## src/rtl/pport_pkg.sv

```systemverilog
package pport_pkg;
   typedef enum logic [1:0] {
      HS_IDLE    = 2'd0,
      HS_STROBE  = 2'd1,
      HS_RELEASE = 2'd2
   } hs_state_t;
endpackage

```

## src/rtl/pport_sync.sv

```systemverilog
module pport_sync #(
   parameter int STAGES = 2
) (
   input  logic clk,
   input  logic rst,
   input  logic din,
   output logic dout
);
   logic [STAGES-1:0] chain;

   always_ff @(posedge clk) begin
      if (rst) chain[0] <= 1'b0;
      else     chain[0] <= din;
   end

   for (genvar i = 1; i < STAGES; i++) begin : g_stage
      always_ff @(posedge clk) begin
         if (rst) chain[i] <= 1'b0;
         else     chain[i] <= chain[i-1];
      end
   end

   assign dout = chain[STAGES-1];
endmodule

```

## src/rtl/pport_datareg.sv

```systemverilog
module pport_datareg #(
   parameter int DATA_W = 8
) (
   input  logic              clk,
   input  logic              rst,
   input  logic              wr,
   input  logic [DATA_W-1:0] din,
   input  logic              clr_req,
   output logic [DATA_W-1:0] dout,
   output logic              req
);
   logic accept;
   assign accept = wr & ~req;

   always_ff @(posedge clk) begin
      if (rst) begin
         dout <= '0;
         req  <= 1'b0;
      end else begin
         if (accept) dout <= din;
         if (accept)       req <= 1'b1;
         else if (clr_req) req <= 1'b0;
      end
   end
endmodule

```

## src/rtl/pport_seq.sv

```systemverilog
module pport_seq
   import pport_pkg::*;
(
   input  logic clk,
   input  logic rst,
   input  logic req,
   input  logic ack_s,
   output logic stb,
   output logic done
);
   hs_state_t state, nxt;

   always_comb begin
      nxt  = state;
      done = 1'b0;
      unique case (state)
         HS_IDLE:    if (req)    nxt = HS_STROBE;
         HS_STROBE:  if (ack_s)  nxt = HS_RELEASE;
         HS_RELEASE: if (!ack_s) begin
                        nxt  = HS_IDLE;
                        done = 1'b1;
                     end
         default:    nxt = HS_IDLE;
      endcase
   end

   always_ff @(posedge clk) begin
      if (rst) state <= HS_IDLE;
      else     state <= nxt;
   end

   assign stb = (state == HS_STROBE);
endmodule

```

## src/rtl/pport_hs_ctrl.sv

```systemverilog
module pport_hs_ctrl #(
   parameter int DATA_W      = 8,
   parameter int RD_W        = 8,
   parameter int SYNC_STAGES = 2
) (
   input  logic              clk,
   input  logic              rst,
   input  logic              host_wr,
   input  logic [DATA_W-1:0] host_din,
   input  logic              host_rd,
   output logic [RD_W-1:0]   host_rdata,
   output logic [DATA_W-1:0] pp_data,
   output logic              pp_stb,
   input  logic              pp_ack
);
   localparam int STAT_BIT = RD_W - 1;

   if (DATA_W < 1) begin : g_bad_data
      $error("DATA_W must be at least 1");
   end
   if (RD_W < 1) begin : g_bad_rd
      $error("RD_W must be at least 1");
   end
   if (SYNC_STAGES < 2) begin : g_bad_sync
      $error("SYNC_STAGES must be at least 2");
   end

   logic ack_s, req, done, ready;

   pport_sync #(.STAGES(SYNC_STAGES)) u_sync (
      .clk(clk), .rst(rst), .din(pp_ack), .dout(ack_s)
   );

   pport_datareg #(.DATA_W(DATA_W)) u_dreg (
      .clk(clk), .rst(rst), .wr(host_wr), .din(host_din),
      .clr_req(done), .dout(pp_data), .req(req)
   );

   pport_seq u_seq (
      .clk(clk), .rst(rst), .req(req), .ack_s(ack_s),
      .stb(pp_stb), .done(done)
   );

   assign ready = ~req;

   always_comb begin
      host_rdata = '0;
      if (host_rd) host_rdata[STAT_BIT] = ready;
   end
endmodule

```

## config.mk

```make
export PLATFORM = sky130hd
export DESIGN_NAME = pport_hs_ctrl
export DESIGN_NICKNAME = d
export VERILOG_FILES = /design/src/rtl/pport_pkg.sv /design/src/rtl/pport_sync.sv /design/src/rtl/pport_datareg.sv /design/src/rtl/pport_seq.sv /design/src/rtl/pport_hs_ctrl.sv
export SDC_FILE = /design/constraint.sdc
export NUM_CORES = 1
export LEC_CHECK = 0
export BUFFER_PORTS_ARGS = -buffer_cell sky130_fd_sc_hd__buf_2
export CORE_MARGIN = 4
export CORE_UTILIZATION = 44
export CTS_BUF_LIST = sky130_fd_sc_hd__clkbuf_16
export DETAILED_ROUTE_END_ITERATION = 6
export PLACE_DENSITY = 0.76
export RECOVER_POWER = 50
export SLEW_MARGIN = 10
export SYNTH_ARGS = -nofsm -noshare
export SYNTH_HDL_FRONTEND = slang
export SYNTH_SLANG_ARGS = --single-unit
```

## constraint.sdc

```tcl
create_clock -name clk -period 1.21 [get_ports clk]
set_input_delay 0 -clock clk [delete_from_list [all_inputs] [get_ports clk]]
set_output_delay 0 -clock clk [all_outputs]
set_load 0.01 [all_outputs]
```

### Word-level counts from Yosys, hierarchy flattened

Index checks and enable logic that the tools add are counted.
Widths: inputs -> output; s select.

| storage, ports and cells | value |
|---|---|
| flip-flop bits (word level) | 13 |
| input port bits | 13 |
| output and inout port bits | 17 |
| word-level logic and storage cells | 24 |

| cells by class | value |
|---|---|
| eq/ne operators | 5 |
| multiplexer cells | 9 |
| bitwise logic cells | 2 |
| reductions and logical operators | 3 |

Operators by type and width:

| operator | number |
|---|---|
| $mux 2 | 3 |
| $pmux 2 s3 | 1 |
| $mux 1 | 5 |
| $ne 2x2->1 const B | 2 |
| $reduce_and 3->1 | 1 |
| $eq 2x1->1 const B | 1 |
| $eq 2x2->1 const B | 1 |
| $logic_not 2->1 | 1 |
| $ne 2x1->1 const B | 1 |
| $reduce_bool 2->1 | 1 |
| $and 1x1->1 | 1 |
| $not 1->1 | 1 |

### Longest topological paths before layout

| depth | value |
|---|---|
| word-level depth | 4 |
| depth in mapped cells | 3 |
| mapped depth without buffers | 2 |

### By module

From an unflattened synthesis, not the netlist that was laid out.

| second synthesis, totals | value |
|---|---|
| cell total of the unflattened synthesis | 59 |
| area, all modules | 629.4 um^2 |

Modules (own cells, without submodules):

| module | times used | cells each | area an instance (um^2) | sequential area each (um^2) |
|---|---|---|---|---|
| pport_datareg | 1 | 38 | 422.9 | 180.2 |
| pport_seq | 1 | 8 | 83.8 | 40.0 |
| pport_hs_ctrl | 1 | 9 | 70.1 | 0.0 |
| pport_sync | 1 | 4 | 52.6 | 40.0 |

### Least setup slack after synthesis

Ideal clock, no wire load.

| timing | value |
|---|---|
| kind | reg-to-reg |
| start point | reg u_dreg.req |
| end point | reg u_dreg.dout[0] |
| library setup time | 117 ps |
| arrival time | 815 ps |
| required time | 1,093 ps |
| slack | 278 ps |
| cell stages (with the launch flop) | 4 |
| buffers on the path | 1 |
| period minus slack after synthesis | 932 ps |
| cell sequence | dfxtp_1 buf_6 and2b_4 o21ai_2 |

| between the ends | value |
|---|---|
| word-level cells in the longest chain between the ends | 2 |

Ends and longest elaborated chain:

| item | line | source |
|---|---|---|
| start: declaration | pport_datareg.sv:10 | `output logic req` |
| start signal: assignment | pport_datareg.sv:18 | `req <= 1'b0;` |
| start signal: assignment | pport_datareg.sv:21 | `if (accept) req <= 1'b1;` |
| start signal: assignment | pport_datareg.sv:22 | `else if (clr_req) req <= 1'b0;` |
| $not 1->1 | pport_datareg.sv:13 | `assign accept = wr & ~req;` |
| $and 1x1->1 | pport_datareg.sv:13 |  |
| end signal: assignment | pport_datareg.sv:20 | `if (accept) dout <= din;` |
| end: declaration | pport_datareg.sv:9 | `output logic [DATA_W-1:0] dout,` |

No other way between the ends.
A chain may end at the register's enable or synchronous reset.

### Worst setup path after layout

| timing | value |
|---|---|
| start point | reg u_dreg.req |
| end point | out host_rdata[7] |

| between the ends | value |
|---|---|
| word-level cells in the longest chain between the ends | 2 |

Ends and longest elaborated chain:

| item | line | source |
|---|---|---|
| $not 1->1 | pport_hs_ctrl.sv:44 | `assign ready = ~req;` |
| $mux 1 | pport_hs_ctrl.sv:48 | `if (host_rd) host_rdata[STAT_BIT] = ready;` |
| end: declaration | pport_hs_ctrl.sv:11 | `output logic [RD_W-1:0] host_rdata,` |

No other way between the ends.

==> impl_metrics.ini <==
[synth]
ys_ff_latch = 13
yosysUniqueCellTypes = 18
seq_area_frac_synth_pct = 40.6
yosysWarnings = 0
syn_area_um2 = 641
synth_cells = 60
syn_avg_cell_area_um2 = 10.7

[worst_setup_path]
cp.arrival_ns = 1.14
worst_path_largest_cell_delay_ns = 0.52
worst-path-max-fanout = 13
critPathLaunchType = register
cpMaxStageDelayCell = dfxtp_1
crit_type = register to output port
crit_path_cell_trace = and2b_2 -> buf_2
cp-end-kind = output port
required_ns = 1.21
r2r_slack_ns = 0.19

[global_routing]
grtUsageTotal_pct = 14.2
gr-total-overflow = 0
grt_max_degree = 22
grt_pass1_vias = 491
antenna_found_initial = 0
grt_pass1_wl_um = 2120

[placed_design]
place_congestion = 0.680
dp_hpwl_um = 833
port_buffers = 22

[die]
fp.dieW_um = 46.2
ios = 30
dieArea_mm2 = 0.00213
die_h_um = 46.2
fp-row-count = 13
coreArea_mm2 = 0.00133
initial_core_util_pct = 48.0

[clock_tree]
tritoncts = done
cts_setup_buffers = 0
clockBufferDepth = 2
cts_hold_buf = 1
clkLatencyLatePin_ns = 0.24
cts_buffers = 3
clock_sinks = 13
clk_pin_slew_worst_paths_ns = 0.05
ctsHtreeMaxLevel = 1
cts_resized = 0
cts-root-buf = clkbuf_16

[outcome]
status = complete, no violations

[power_and_ir_drop]
ir_worst_vdd_mv = 0.771
powerDensity_mw_per_mm2 = 1530
leakagePower_nw = 0.328
power.total_w = 0.00122

[timing]
hold_viol = 0
skew_ns = 0.00691
finalSetupViolCount = 0
drv_slew = 0
final.min_clock_period_ns = 1.14
fmax_mhz = 878
rsz0062_at_grt = false
finalSetupTns_ns = 0
period_share_pct = 94.1

[drt]
vias_per_cell = 4.89
ant_nets = 0
drt_pass1_iterations = 4
vias = 479
drc = 0
wl_um = 1240
drt_iter0_markers = 9
post_drt_wl_per_cell_um = 12.6

[cells_and_area]
syn2layout_area_growth_pct = 24.6
seqCellArea_um2 = 260
antenna_cells = 0
final_common_cell = buf_2
post_route_cells_drive_above_1_share_pct = 33.7
multiInputGateArea_um2 = 330
nFillCells = 121
nets = 97
final_cell_mix = buf_2 (14), dfxtp_1 (13)

[min_path]
hold_class = primary input to register

[flow_run]
cap_violations = 0
[layout make-up]
cell class,instances,share of cell area (%)
flip-flops and latches,13,32.6
clock buffers,3,9.40
well taps,15,2.35
clock inverters,1,0.470
multi-input cells,43,41.4
repair buffers,23,13.8
[flip-flops by register name, indices dropped and copies added (netlist names)]
register and flops:
u_dreg.dout 8, u_sync.dout 1, u_seq.state 2, u_sync.chain 1, u_dreg.req 1
[kinds of logic (layout without fill, tap and decap cells)]
group	after synthesis	count (layout)	share of synthesized area, %
AO/OA/AOI/OAI	9	9	13.3
XOR/XNOR	1	1	1.37
AND/OR/NAND/NOR	26	26	32.8
buffers and inverters	10	27	11.3
flip-flops	13	13	40.6
other	1	7	0.585
[layer usage]
layer / GRT usage (%) / part of all wire [%] / vias to the layer above
li1: - / - / 243
met1: 16.5 / 45 / 217
met2: 23.1 / 48 / 17
met3: 3.52 / 6.0 / 2
met4: 8.52 / 0.81 / 0
met5: 0 / 0 / -
[per-stage QoR]
stage / hold WS [ns] / setup WS [ns] / util [%] / area [um^2] / instances
after floorplan: 0.128 / 0.278 / - / 663 / 66
after global placement: 0.211 / 0.233 / 53.9 / 719 / 93
after detailed placement: 0.217 / 0.188 / 53.9 / 719 / 93
after CTS: 0.0395 / 0.0749 / 60.6 / 808 / 98
after global routing: 0.0506 / 0.0178 / 59.8 / 798 / 98
final: 0.0413 / 0.0710 / 59.8 / 798 / 98
[power breakdown]
group	total [W]	internal (W)	leakage (nW)	switching (W)
registers	0.000476	0.000455	0.107	0.0000208
logic	0.000140	0.0000680	0.179	0.0000723
clock network	0.000608	0.000435	0.0423	0.000173
total	0.00122	0.000958	0.328	0.000266
[worst max-delay path: cells and delay by family (launching register included)]
kind	cells	cell delay, ns
AND/OR/NAND/NOR	1	0.26
buffers and inverters	1	0.13
flip-flops	1	0.52
[synth_stat cells, drive strengths merged]
cell	n	area share (%)
conb	1	0.59
dfxtp	13	41
nand4bb	8	14
buf	9	11
nor3	1	0.78
and4bb	1	2.0
and2b	2	2.9
clkbuf	1	0.59
nor2b	3	2.9
xnor2	1	1.4
o21ai	8	11
nor3b	1	1.2
a2111oi	1	2.3
nor2	2	1.2
nand2b	8	7.8
[final timing paths]
check                  startpoint        endpoint  cells past startpoint
setup / recovery       u_dreg.req   host_rdata[7]                      2
setup reg to reg       u_dreg.req  u_dreg.dout[2]                      2
hold reg to reg   u_sync.chain[0]     u_sync.dout                      1
hold / removal        host_din[4]  u_dreg.dout[4]                      3
(Power assumes the default switching activity.)
